**src/rtl/dval_pkg.sv**
```systemverilog
// Shared codes for the five-valued fault algebra.
// Assumes 3-bit value codes; unused codes are read as unknown.
package dval_pkg;
    localparam int CODE_W  = 3;
    localparam int NET_INS = 4;
    localparam int NET_W   = NET_INS * CODE_W;

    localparam logic [CODE_W-1:0] V_ZERO = 3'b000;
    localparam logic [CODE_W-1:0] V_ONE  = 3'b001;
    localparam logic [CODE_W-1:0] V_D    = 3'b010;
    localparam logic [CODE_W-1:0] V_DBAR = 3'b011;
    localparam logic [CODE_W-1:0] V_X    = 3'b100;

    localparam logic [2:0] G_AND  = 3'b000;
    localparam logic [2:0] G_OR   = 3'b001;
    localparam logic [2:0] G_NOT  = 3'b010;
    localparam logic [2:0] G_NAND = 3'b011;
    localparam logic [2:0] G_NOR  = 3'b100;

    // Good/faulty pair; known=0 means the value is unknown.
    typedef struct packed {
        logic known;
        logic good;
        logic bad;
    } pair_t;
endpackage

```
**src/rtl/dval_gate.sv**
```systemverilog
// One gate in the five-valued algebra, purely combinational.
// Operands are split into good/faulty pairs, combined per circuit copy,
// then re-encoded. Assumes op codes from dval_pkg; others give X.
module dval_gate
    import dval_pkg::*;
(
    input  logic [2:0]        kind,
    input  logic [CODE_W-1:0] in_a,
    input  logic [CODE_W-1:0] in_b,
    output logic [CODE_W-1:0] out_code,
    output logic              out_fault
);
    // Turn a code into a good/faulty pair; unused codes are unknown.
    function automatic pair_t split(input logic [CODE_W-1:0] c);
        pair_t p;
        case (c)
            V_ZERO:  p = '{known: 1'b1, good: 1'b0, bad: 1'b0};
            V_ONE:   p = '{known: 1'b1, good: 1'b1, bad: 1'b1};
            V_D:     p = '{known: 1'b1, good: 1'b1, bad: 1'b0};
            V_DBAR:  p = '{known: 1'b1, good: 1'b0, bad: 1'b1};
            default: p = '{known: 1'b0, good: 1'b0, bad: 1'b0};
        endcase
        return p;
    endfunction

    pair_t pa, pb, p_and, p_or, p_res;
    logic  a_is0, b_is0, a_is1, b_is1;

    // Classify operands as controlling values.
    always_comb begin
        pa    = split(in_a);
        pb    = split(in_b);
        a_is0 = pa.known & ~pa.good & ~pa.bad;
        b_is0 = pb.known & ~pb.good & ~pb.bad;
        a_is1 = pa.known &  pa.good &  pa.bad;
        b_is1 = pb.known &  pb.good &  pb.bad;
    end

    // AND and OR per circuit copy, with controlling values dominating X.
    always_comb begin
        if (a_is0 | b_is0)
            p_and = '{known: 1'b1, good: 1'b0, bad: 1'b0};
        else if (!pa.known | !pb.known)
            p_and = '{known: 1'b0, good: 1'b0, bad: 1'b0};
        else
            p_and = '{known: 1'b1, good: pa.good & pb.good, bad: pa.bad & pb.bad};

        if (a_is1 | b_is1)
            p_or = '{known: 1'b1, good: 1'b1, bad: 1'b1};
        else if (!pa.known | !pb.known)
            p_or = '{known: 1'b0, good: 1'b0, bad: 1'b0};
        else
            p_or = '{known: 1'b1, good: pa.good | pb.good, bad: pa.bad | pb.bad};
    end

    // Select the gate kind; inversion flips both copies, unknown stays unknown.
    always_comb begin
        case (kind)
            G_AND:   p_res = p_and;
            G_OR:    p_res = p_or;
            G_NOT:   p_res = '{known: pa.known,    good: ~pa.good,    bad: ~pa.bad};
            G_NAND:  p_res = '{known: p_and.known, good: ~p_and.good, bad: ~p_and.bad};
            G_NOR:   p_res = '{known: p_or.known,  good: ~p_or.good,  bad: ~p_or.bad};
            default: p_res = '{known: 1'b0, good: 1'b0, bad: 1'b0};
        endcase
    end

    // Re-encode the pair and raise the flag when the copies differ.
    always_comb begin
        if (!p_res.known)
            out_code = V_X;
        else begin
            case ({p_res.good, p_res.bad})
                2'b00:   out_code = V_ZERO;
                2'b11:   out_code = V_ONE;
                2'b10:   out_code = V_D;
                default: out_code = V_DBAR;
            endcase
        end
        out_fault = p_res.known & (p_res.good ^ p_res.bad);
    end
endmodule

```
**src/rtl/dval_netlist.sv**
```systemverilog
// Fixed four-input netlist: y = NOR(OR(AND(n0,n1), NOT(n2)), n3).
// Built from dval_gate instances; assumes n0 sits in the low code slot.
module dval_netlist
    import dval_pkg::*;
(
    input  logic [NET_W-1:0]  n_in,
    output logic [CODE_W-1:0] n_out,
    output logic              n_fault
);
    logic [CODE_W-1:0] node [NET_INS];
    logic [CODE_W-1:0] w_and, w_not, w_or;
    logic              f_and, f_not, f_or;

    // Slice the packed input into per-line codes.
    for (genvar i = 0; i < NET_INS; i++) begin : g_slice
        assign node[i] = n_in[i*CODE_W +: CODE_W];
    end

    dval_gate u_and (.kind(G_AND), .in_a(node[0]), .in_b(node[1]),
                     .out_code(w_and), .out_fault(f_and));
    dval_gate u_not (.kind(G_NOT), .in_a(node[2]), .in_b(V_X),
                     .out_code(w_not), .out_fault(f_not));
    dval_gate u_or  (.kind(G_OR),  .in_a(w_and),   .in_b(w_not),
                     .out_code(w_or),  .out_fault(f_or));
    dval_gate u_nor (.kind(G_NOR), .in_a(w_or),    .in_b(node[3]),
                     .out_code(n_out), .out_fault(n_fault));

    logic unused_flags;
    assign unused_flags = f_and ^ f_not ^ f_or;
endmodule

```
**src/rtl/dval_eval_top.sv**
```systemverilog
// Registered five-valued evaluator: one free gate plus the fixed netlist.
// Results appear one cycle after op_valid and hold otherwise.
// Synchronous active-low reset loads X into both results.
module dval_eval_top
    import dval_pkg::*;
(
    input  logic              clk,
    input  logic              rst_n,
    input  logic              op_valid,
    input  logic [2:0]        op_kind,
    input  logic [CODE_W-1:0] opnd_a,
    input  logic [CODE_W-1:0] opnd_b,
    input  logic [NET_W-1:0]  net_in,
    output logic              res_valid,
    output logic [CODE_W-1:0] res_code,
    output logic              res_fault,
    output logic [CODE_W-1:0] net_code,
    output logic              net_fault
);
    logic [CODE_W-1:0] g_code, n_code;
    logic              g_fault, n_flt;

    dval_gate u_gate (.kind(op_kind), .in_a(opnd_a), .in_b(opnd_b),
                      .out_code(g_code), .out_fault(g_fault));

    dval_netlist u_net (.n_in(net_in), .n_out(n_code), .n_fault(n_flt));

    // Capture both results on a request, hold them between requests.
    always_ff @(posedge clk) begin
        if (!rst_n) begin
            res_valid <= 1'b0;
            res_code  <= V_X;
            res_fault <= 1'b0;
            net_code  <= V_X;
            net_fault <= 1'b0;
        end else begin
            res_valid <= op_valid;
            if (op_valid) begin
                res_code  <= g_code;
                res_fault <= g_fault;
                net_code  <= n_code;
                net_fault <= n_flt;
            end
        end
    end
endmodule

```
**config.mk**
```make
export PLATFORM = sky130hd
export DESIGN_NAME = dval_eval_top
export DESIGN_NICKNAME = d
export VERILOG_FILES = /design/src/rtl/dval_pkg.sv /design/src/rtl/dval_gate.sv /design/src/rtl/dval_netlist.sv /design/src/rtl/dval_eval_top.sv
export SDC_FILE = /design/constraint.sdc
export NUM_CORES = 1
export LEC_CHECK = 0
export BUFFER_PORTS_ARGS = -buffer_cell sky130_fd_sc_hd__buf_4
export CORE_MARGIN = 2
export CORE_UTILIZATION = 51
export CTS_CLUSTER_DIAMETER = 80
export DETAILED_ROUTE_END_ITERATION = 6
export PLACE_DENSITY = 0.83
export SYNTH_ARGS = -nofsm -noshare
export SYNTH_HDL_FRONTEND = slang
export SYNTH_SLANG_ARGS = --single-unit
```
**constraint.sdc**
```tcl
create_clock -name clk -period 2.8 [get_ports clk]
set_input_delay 0.28 -clock clk [delete_from_list [all_inputs] [get_ports clk]]
set_output_delay 0.28 -clock clk [all_outputs]
set_load 0.01 [all_outputs]
```
==> metrics.yaml, run 1 <==
status:
  outcome: "finished clean"
global_routing:
  grt_pass1_vias: 892
  grt_antenna_before_repair: 0
  grt_pass1_wl_mm: 3.65
  grtUsageTotal: 0.237
  grt-ovfl-total: 0
  grt_start_max_net_pins: 10
synthesis:
  syn_area_um2: 865
  synth_top_area_share: 0.208
  async_reset_ff_frac: 0
  yosys.area.top_type: "dfxtp_1"
  syn_nets: 137
  yosys.cell_types.count: 45
  synth_edf_count: 0
  ys_ff_latch: 9
  ys_seq_area_frac: 0.208
  synth.area.top_cells: "dfxtp_1 21%, nor2b_1 5.1%, nor2_1 4.3%"
  syn-mean-instance-area_um2: 7.65
  yosys_warnings: 0
  synth_flop_cell: "dfxtp_1"
  synth_cells: 113
die:
  rows: 14
  dieArea_um2: 2040
  fp.dieH_um: 45.2
  die_x_um: 45.2
  core_area_um2: 1540
  floorplan.initialDensity: 0.561
  ios: 33
worst_setup_path:
  arrival_ps: 1890
  crit_path_end_kind: "register"
  cp_num_buf_inv: 1
  path_cells: "buf_4 > nor3_1 > o21bai_1 > a311o_1 > a211o_1 > a311oi_1 > a21o_1"
  cp_top_family: "compound AO/OA/AOI/OAI gates"
  max_stage_delay_ps: 360
  crit_fanout: 5
  required_ps: 3020
  path_class: "in -> reg"
  crit_path_top_delay_cell: "a311o_1"
  startpoint_type: "input port"
cts:
  cts_tree: "built"
  cts_resized: 0
  post-cts-setup-buffers: 0
  clock_path_buffers: 2
  cts_buffers: 3
  postCtsHoldBufs: 0
  insertion_delay_ps: 270
  ctsHtreeMaxLevel: 1
  clock-sinks: 9
  clk_pin_slew_ps: 70
  cts_root_buf: "clkbuf_4"
finish:
  antenna_cells: 0
  syn_to_final_growth_pct: 27.1
  nets: 170
  drive_gt1_frac: 0.276
sta:
  finalSetupViolCount: 0
  report.final.slew_viol_count: 0
  layout_min_cycle_time_ps: 1670
  fin_worst_skew_ps: 0
  setup_ws_ps: 1130
  setup_tns_ps: 0
  hold_viol_final: 0
  slew_headroom: 0.680
  max_freq_mhz: 599
  rsz0062_at_grt: "false"
  fin_crit_sh: 0.597
  worstMarginPinSlew_ps: 480
routing:
  antenna_left: 0
  vias: 973
  viasPerCell: 6.04
  drtPass1Iterations: 4
  detail_route.iter0.violations: 32
  drc: 0
  drt-wirelength-per-cell_um: 13.4
  drt-total-wl_mm: 2.16
place:
  post-dp-hpwl_mm: 1.69
  port_buffers: 32
  pre_cts_slack_ps: 848
  gp_congestion: 0.915
pwr:
  power_density_nw_per_um2: 327
  p_clk_frac: 0.288
  p_int_w: 0.000246
  p_sw_frac: 0.315
  peakVddDrop_mv: 0.280
  combPwrFrac: 0.337
  p_switching_w: 0.000113
  power_frac_seq: 0.375
  power_leakage_nw: 0.482
min_path:
  hold_path.class: "in -> reg"
flow_run:
  cap_violations: 0
[worst paths after layout]
kind | slack, ps | cells after the start | from | to
worst min-delay path | 210 | 2 | rst_n | net_code[2]
worst min register to register | 460 | 1 | net_fault | net_fault
worst max register to register | 2090 | 3 | res_code[0] | res_code[0]
worst max-delay path | 1130 | 7 | net_in[0] | net_code[1]
[flip-flops by register name, indices dropped and copies added (netlist names)]
register	cells
net_code	3
res_code	3
net_fault	1
res_fault	1
res_valid	1
[Yosys cell counts (2+ instances only)]
cell type and number:
o31ai_1 2, nand2b_1 4, nor3_1 4, nand4_1 2
a221oi_1 3, nand2_1 8, a21oi_1 3, nor2_1 10
dfxtp_1 9, xnor2_1 3, o21ai_0 7, a21o_1 2
nand3_1 4, nor4_1 3, inv_1 7, nor2b_1 7
o21ai_2 2, o21ai_1 2, a311o_1 2, a211oi_1 2
xor2_1 3
[power groups by stage]
| stage | clock [W] | sequential (W) | combinational (W) |
|---|---|---|---|
| after floorplan | 0 | 0.000140 | 0.0000679 |
| after global placement | 0 | 0.000138 | 0.000117 |
| after detailed placement | 0 | 0.000138 | 0.000120 |
| after CTS | 0.000106 | 0.000135 | 0.000121 |
| after global routing | 0.000113 | 0.000135 | 0.000134 |
| final | 0.000104 | 0.000135 | 0.000121 |
[cell usage in the layout, fill, tap and decap left out, drive strengths merged, types with 7 or more instances in the layout]
master  netlist  routed
nor2b         7       7
dfxtp         9       9
nor2         10      10
o21ai        11      11
nand2         8       8
inv           7       7
buf           2      32
[worst register-to-register path, stage by stage (launching register included)]
cell,delay [ps]
dfxtp_1,310
nor2b_1,120
a21oi_1,120
nor2b_1,60
[cell type report]
class                           count  area, um2
Multi-Input combinational cell     93        606
Fill cell                         129        443
Timing Repair Buffer               32        240
Sequential cell                     9        180
Clock buffer                        4       26.3
Inverter                            7       26.3
Tap cell                           16       20.0
[cells by family (layout without fill, tap and decap cells)]
logic type      Yosys count  count (layout)  synth area share
compound gates           37              37             0.315
xor+xnor                  6               6            0.0608
buf+inv                  11              43            0.0912
flops                     9               9             0.208
mux                       1               1            0.0130
simple gates             49              49             0.311
[layer usage]
| layer | GRT usage | vias up | wire length, um |
|---|---|---|---|
| met5 | 0 | - | 0 |
| met4 | 0.0353 | 0 | 7 |
| met3 | 0.0480 | 2 | 134 |
| met2 | 0.431 | 37 | 1110 |
| met1 | 0.291 | 445 | 900 |
| li1 | - | 489 | - |
[metrics by stage]
stage	area (um2)	utilization	cells	hold slack [ps]	power (W)
6_report	1100	0.713	161	209	0.000360
5_1_grt	1100	0.713	161	230	0.000383
4_1_cts	1100	0.713	161	209	0.000362
3_5_place_dp	1070	0.696	157	449	0.000258
3_3_place_gp	1070	0.696	157	439	0.000254
2_1_floorplan	865	-	113	342	0.000208
Power figures use the tool's default switching activity.
==> run 2, diff against run 1 <==
CORE_UTILIZATION = 48   (was 51)
PLACE_DENSITY = 0.79   (was 0.83)
clock period = 1.7 ns   (was 2.8 ns; I/O delays follow)
==> run 2 against run 1 <==
Compared with the run above: via count grew 3.9%; sequential share of layout area decreased by 1.2 points; non-clock buffer count grew 8; count of clock-buffer cells in the layout stayed put; cell area grew 7.6%; sequential cell count is the same; cell count up 11%; combinational power is 83% higher; power up 70%; first-iteration DRC count is 16% lower; register-to-register slack lost 1100 ps; critical endpoint unchanged; highest routed layer is now met3.
==> metrics.yaml, run 2 (same netlist as run 1, synthesis figures left out) <==
finish:
  final_cell_mix: "40 x buf_4, 10 x nor2_1, 9 x dfxtp_1, 8 x nand2_1"
  antenna_cells: 0  # unchanged
  drive_gt1_frac: 0.327  # +0.0509
  syn_to_final_growth_pct: 36.8
  nets: 178  # +4.7%
  top_regs: "net_code x3, res_code x3"
  final_common_cell: "buf_4"
pwr:
  p_sw_frac: 0.315  # -0.000670
  combPwrFrac: 0.361  # +0.024
  power_density_nw_per_um2: 518  # +58%
  p_clk_frac: 0.276  # -0.012
  p_int_w: 0.000420  # +71%
  peakVddDrop_mv: 0.474  # +69%
  power_leakage_nw: 0.522  # +8.4%
  finalPower_w: 0.000613  # +70%
  p_switching_w: 0.000193  # +70%
  power_frac_seq: 0.363  # -0.012
worst_setup_path:
  rr_startpoint: "res_code[0]"
  r2r_end: "res_code[0]"
  r2r_slack_ps: 1000  # -1090 ps
  r2r_cells: 3  # unchanged
  cp_num_buf_inv: 1  # unchanged
  crit_fanout: 5  # unchanged
  crit_path_end_kind: "register"
  max_stage_delay_ps: 370  # about the same
  arrival_ps: 1730  # -160 ps
  crit_path_top_delay_cell: "a311o_1"
  cp_top_family: "compound AO/OA/AOI/OAI gates"
  path_class: "in -> reg"
  required_ps: 1910  # -1110 ps
  startpoint_type: "input port"
  path_cells: "buf_4 > nor3_1 > o21bai_1 > a311o_1 > a211o_1 > a311oi_2 > a21o_1"
sta:
  max_freq_mhz: 655
  fin_worst_skew_ps: 0  # unchanged
  report.final.slew_viol_count: 0  # unchanged
  rsz0062_at_grt: "false"
  layout_min_cycle_time_ps: 1530
  slew_headroom: 0.755  # +0.0754
  fin_crit_sh: 0.899
  finalSetupViolCount: 0  # unchanged
  setup_ws_ps: 172  # -958 ps
  setup_tns_ps: 0  # unchanged
  worstMarginPinSlew_ps: 365  # -114 ps
  hold_viol_final: 0  # unchanged
cts:
  clock_path_buffers: 2  # unchanged
  cts_root_buf: "clkbuf_4"
  cts_resized: 0  # unchanged
  cts_buffers: 3  # unchanged
  insertion_delay_ps: 270  # about the same
  clock-sinks: 9  # unchanged
  postCtsHoldBufs: 0  # unchanged
  clk_pin_slew_ps: 70  # about the same
  cts_tree: "built"
  post-cts-setup-buffers: 0  # unchanged
  ctsHtreeMaxLevel: 1  # unchanged
routing:
  viasPerCell: 5.68  # -6.0%
  drt-met1-wl_mm: 1.01  # +12%
  drtPass1Iterations: 4  # unchanged
  wl_met2_mm: 1.08  # -3.3%
  top_layer: "met3"
  antenna_left: 0  # unchanged
  detail_route.iter0.violations: 27  # -16%
  dr_wl_met3_um: 145  # +8.2%
  drt-total-wl_mm: 2.23  # +3.4%
  drt-wirelength-per-cell_um: 12.5  # -6.5%
  drc: 0  # unchanged
  vias: 1011  # +3.9%
die:
  dieArea_um2: 2160  # +5.7%
  core_area_um2: 1710  # +11%
  die_x_um: 46.4  # +2.8%
  floorplan.initialDensity: 0.506  # -0.0546
  fp.dieH_um: 46.4  # +2.8%
  rows: 15  # +1
  ios: 33  # unchanged
place:
  gp_congestion: 0.863  # -5.6%
  port_buffers: 32  # unchanged
  pre_cts_slack_ps: -142  # -990 ps
  post-dp-hpwl_mm: 1.81  # +7.4%
global_routing:
  grt_pass1_vias: 914  # +2.5%
  grt-ovfl-total: 0  # unchanged
  grt_antenna_before_repair: 0  # unchanged
  grtUsageTotal: 0.231  # -0.00676
  grt_pass1_wl_mm: 3.64  # -0.38%
  grt_start_max_net_pins: 10  # unchanged
min_path:
  holdPathEnd: "net_code[2]"
  hold_path.class: "in -> reg"
  hold_path_depth: 2  # unchanged
  holdCritStartpoint: "rst_n"
flow_run:
  cap_violations: 0  # unchanged
status:
  outcome: "finished clean"
run 2: cell types whose count changed in the layout (fill, tap and decap cells not counted):
cell and change:
a221oi_1 -1, a311oi_2 +1, a311oi_1 -1, a221oi_2 +1, buf_4 +8
run 2: area by class of cell:
type	count	area, um2
clock buffers	4	26.3
multi-input cells	93	618
repair buffers	40	300
flip-flops and latches	9	180
fillers	160	526
inverters	7	26.3
well taps	25	31.3
run 2: metal layers:
layer	GRT usage	up-vias
met1	0.273	464
li1	-	512
met2	0.419	35
met3	0.0549	0
met4	0.0400	0
met5	0	-
run 2: how the worst max path moves through the flow:
stage,startpoint,endpoint,slack [ps],depth (start not counted)
2_1_floorplan,opnd_b[2],res_code[1],30,7
3_3_place_gp,net_in[0],net_fault,-70,7
3_5_place_dp,net_in[0],net_fault,-140,7
4_1_cts,net_in[0],net_code[1],120,7
5_1_grt,net_in[0],net_code[1],60,8
6_report,net_in[0],net_code[1],170,7
run 2: power groups by stage:
stage	logic [W]	registers (W)	clock network (W)
finish	0.000221	0.000222	0.000169
global route	0.000244	0.000223	0.000185
CTS	0.000217	0.000222	0.000171
detailed placement	0.000216	0.000227	0
global placement	0.000210	0.000227	0
floorplan	0.000112	0.000231	0
run 2: metrics by stage:
step	area, um2	cells	hold slack [ps]	utilization
floorplan	865	113	232	-
global placement	1140	174	383	0.670
detailed placement	1140	174	387	0.670
CTS	1170	178	103	0.685
global route	1180	178	113	0.692
finish	1180	178	104	0.692
==> run 3, diff against run 2 <==
clock period = 1.67 ns   (was 1.7 ns; I/O delays follow)
==> run 3 against run 2 <==
Compared with the run above: core utilization increased by 0.073 points; register-to-register slack got worse by 40 ps; critical path depth increased by 1; setup slack improved by 11 ps; clock skew unchanged.
==> metrics.yaml, run 3 (same netlist as run 1, synthesis figures left out) <==
place:
  gp_congestion: 0.842  # -2.5%
  pre_cts_slack_ps: -136  # +5.39 ps
  port_buffers: 32  # unchanged
  post-dp-hpwl_mm: 1.75  # -3.3%
routing:
  vias: 1001  # -0.99%
  viasPerCell: 5.59  # -1.5%
  antenna_left: 0  # unchanged
  detail_route.iter0.violations: 23  # -15%
  drt-wirelength-per-cell_um: 12.1  # -3.7%
  drt-total-wl_mm: 2.16  # -3.1%
  drtPass1Iterations: 4  # unchanged
  drc: 0  # unchanged
worst_setup_path:
  crit_top_cell: "buf_4"
  path_class: "in -> reg"
  cp_num_buf_inv: 2  # +1
  crit_path_end_kind: "register"
  startpoint_type: "input port"
  path_cells: "buf_4 > o31ai_1 > a2111oi_1 > buf_4 > o21ai_1 > nor4_1 > a311oi_2 > a21o_1"
  crit_fanout: 5  # unchanged
  cp_top_family: "compound AO/OA/AOI/OAI gates"
  max_stage_delay_ps: 390  # +20 ps
  required_ps: 1830  # -80 ps
  arrival_ps: 1650  # -80 ps
  crit_path_top_delay_cell: "a2111oi_1"
min_path:
  hold_path.class: "in -> reg"
sta:
  hold_viol_final: 0  # unchanged
  slew_headroom: 0.734  # -0.0212
  layout_min_cycle_time_ps: 1490
  report.final.slew_viol_count: 0  # unchanged
  fin_worst_skew_ps: 0  # unchanged
  finalSetupViolCount: 0  # unchanged
  worstMarginPinSlew_ps: 397  # +31.6 ps
  rsz0062_at_grt: "false"
  fin_crit_sh: 0.891
  max_freq_mhz: 672
  setup_ws_ps: 183  # +10.6 ps
finish:
  ff_latch_area_um2: 180  # unchanged
  multiInputGateArea_um2: 612  # -1.0%
  utilization: 0.693  # +0.000732
  top_regs: "net_code x3, res_code x3"
  n_fill_cell: 142  # -11%
  drive_gt1_frac: 0.325  # -0.00212
  nets: 179  # +0.56%
  final_common_cell: "buf_4"
  syn_to_final_growth_pct: 36.9
  final_cell_mix: "41 x buf_4, 10 x nor2_1, 9 x dfxtp_1, 8 x nand2_1"
  antenna_cells: 0  # unchanged
cts:
  ctsHtreeMaxLevel: 1  # unchanged
  cts_root_buf: "clkbuf_4"
  cts_tree: "built"
  insertion_delay_ps: 270  # about the same
  clk_pin_slew_ps: 60  # about the same
  clock_path_buffers: 2  # unchanged
  clock-sinks: 9  # unchanged
  cts_buffers: 3  # unchanged
die:
  core_area_um2: 1710  # unchanged
  floorplan.initialDensity: 0.506  # unchanged
  die_x_um: 46.4  # unchanged
  fp.dieH_um: 46.4  # unchanged
  rows: 15  # unchanged
  ios: 33  # unchanged
  dieArea_um2: 2160  # unchanged
global_routing:
  grt-ovfl-total: 0  # unchanged
  busiest_layer: "met2"
  grt_start_max_net_pins: 10  # unchanged
  grt_pass1_wl_mm: 3.42  # -6.1%
  use_met1: 0.270  # -0.00338
  grt_pass1_vias: 861  # -5.8%
  grt_antenna_before_repair: 0  # unchanged
  grtUsageMet3: 0.0549  # unchanged
  grtUsageTotal: 0.214  # -0.0164
  use_met2: 0.361  # -0.0583
flow_run:
  cap_violations: 0  # unchanged
pwr:
  power_density_nw_per_um2: 526  # +1.6%
  power_leakage_nw: 0.526  # +0.79%
  peakVddDrop_mv: 0.419  # -12%
status:
  outcome: "finished clean"
run 3: changes by cell type in the layout (fill, tap and decap cells not counted):
cell / previous run / this run
a221oi_2: 1 / 0
a221oi_1: 2 / 3
buf_4: 40 / 41
run 3: area by class of cell:
class | count | area share
tap | 25 | 0.0264
timing repair buffer | 41 | 0.260
sequential | 9 | 0.152
inverter | 7 | 0.0222
clock buffer | 4 | 0.0222
multi-input combinational | 93 | 0.517
run 3: report_power, final:
group	internal (W)	total, W	switching, W
combinational	0.000113	0.000224	0.000111
sequential	0.000223	0.000226	0.00000340
clock	0.0000924	0.000173	0.0000806
total	0.000428	0.000623	0.000195
run 3: path summary, 6_finish.rpt:
| path | endpoint | slack [ps] | depth (start not counted) | start |
|---|---|---|---|---|
| max | net_fault | 180 | 8 | net_in[0] |
| min | net_code[2] | 110 | 2 | rst_n |
| max reg2reg | res_code[0] | 960 | 3 | res_code[0] |
| min reg2reg | net_fault | 460 | 1 | net_fault |
run 3: what timing repair did:
item | CTS | global route
setup endpoints to repair | 0 | 2
buffers inserted | 0 | 0
hold buffers | 0 | 0
gates resized for setup | 0 | 1
hold endpoints to repair | 0 | 0
run 3: layer usage:
metal / up-vias / part of all wire
li1: 509 / -
met3: 2 / 0.046
met1: 461 / 0.45
met2: 29 / 0.50
met5: - / 0
met4: 0 / 0.0046
run 3: per-stage QoR:
step	hold WS (ps)	instances	TNS (ps)	cell area, um2	power, W
after global routing	108	179	0	1180	0.000668
after global placement	379	175	-427	1150	0.000446
after floorplan	229	113	0	865	0.000349
final	112	179	0	1180	0.000623
after CTS	95.4	179	0	1180	0.000630
after detailed placement	382	175	-522	1150	0.000452
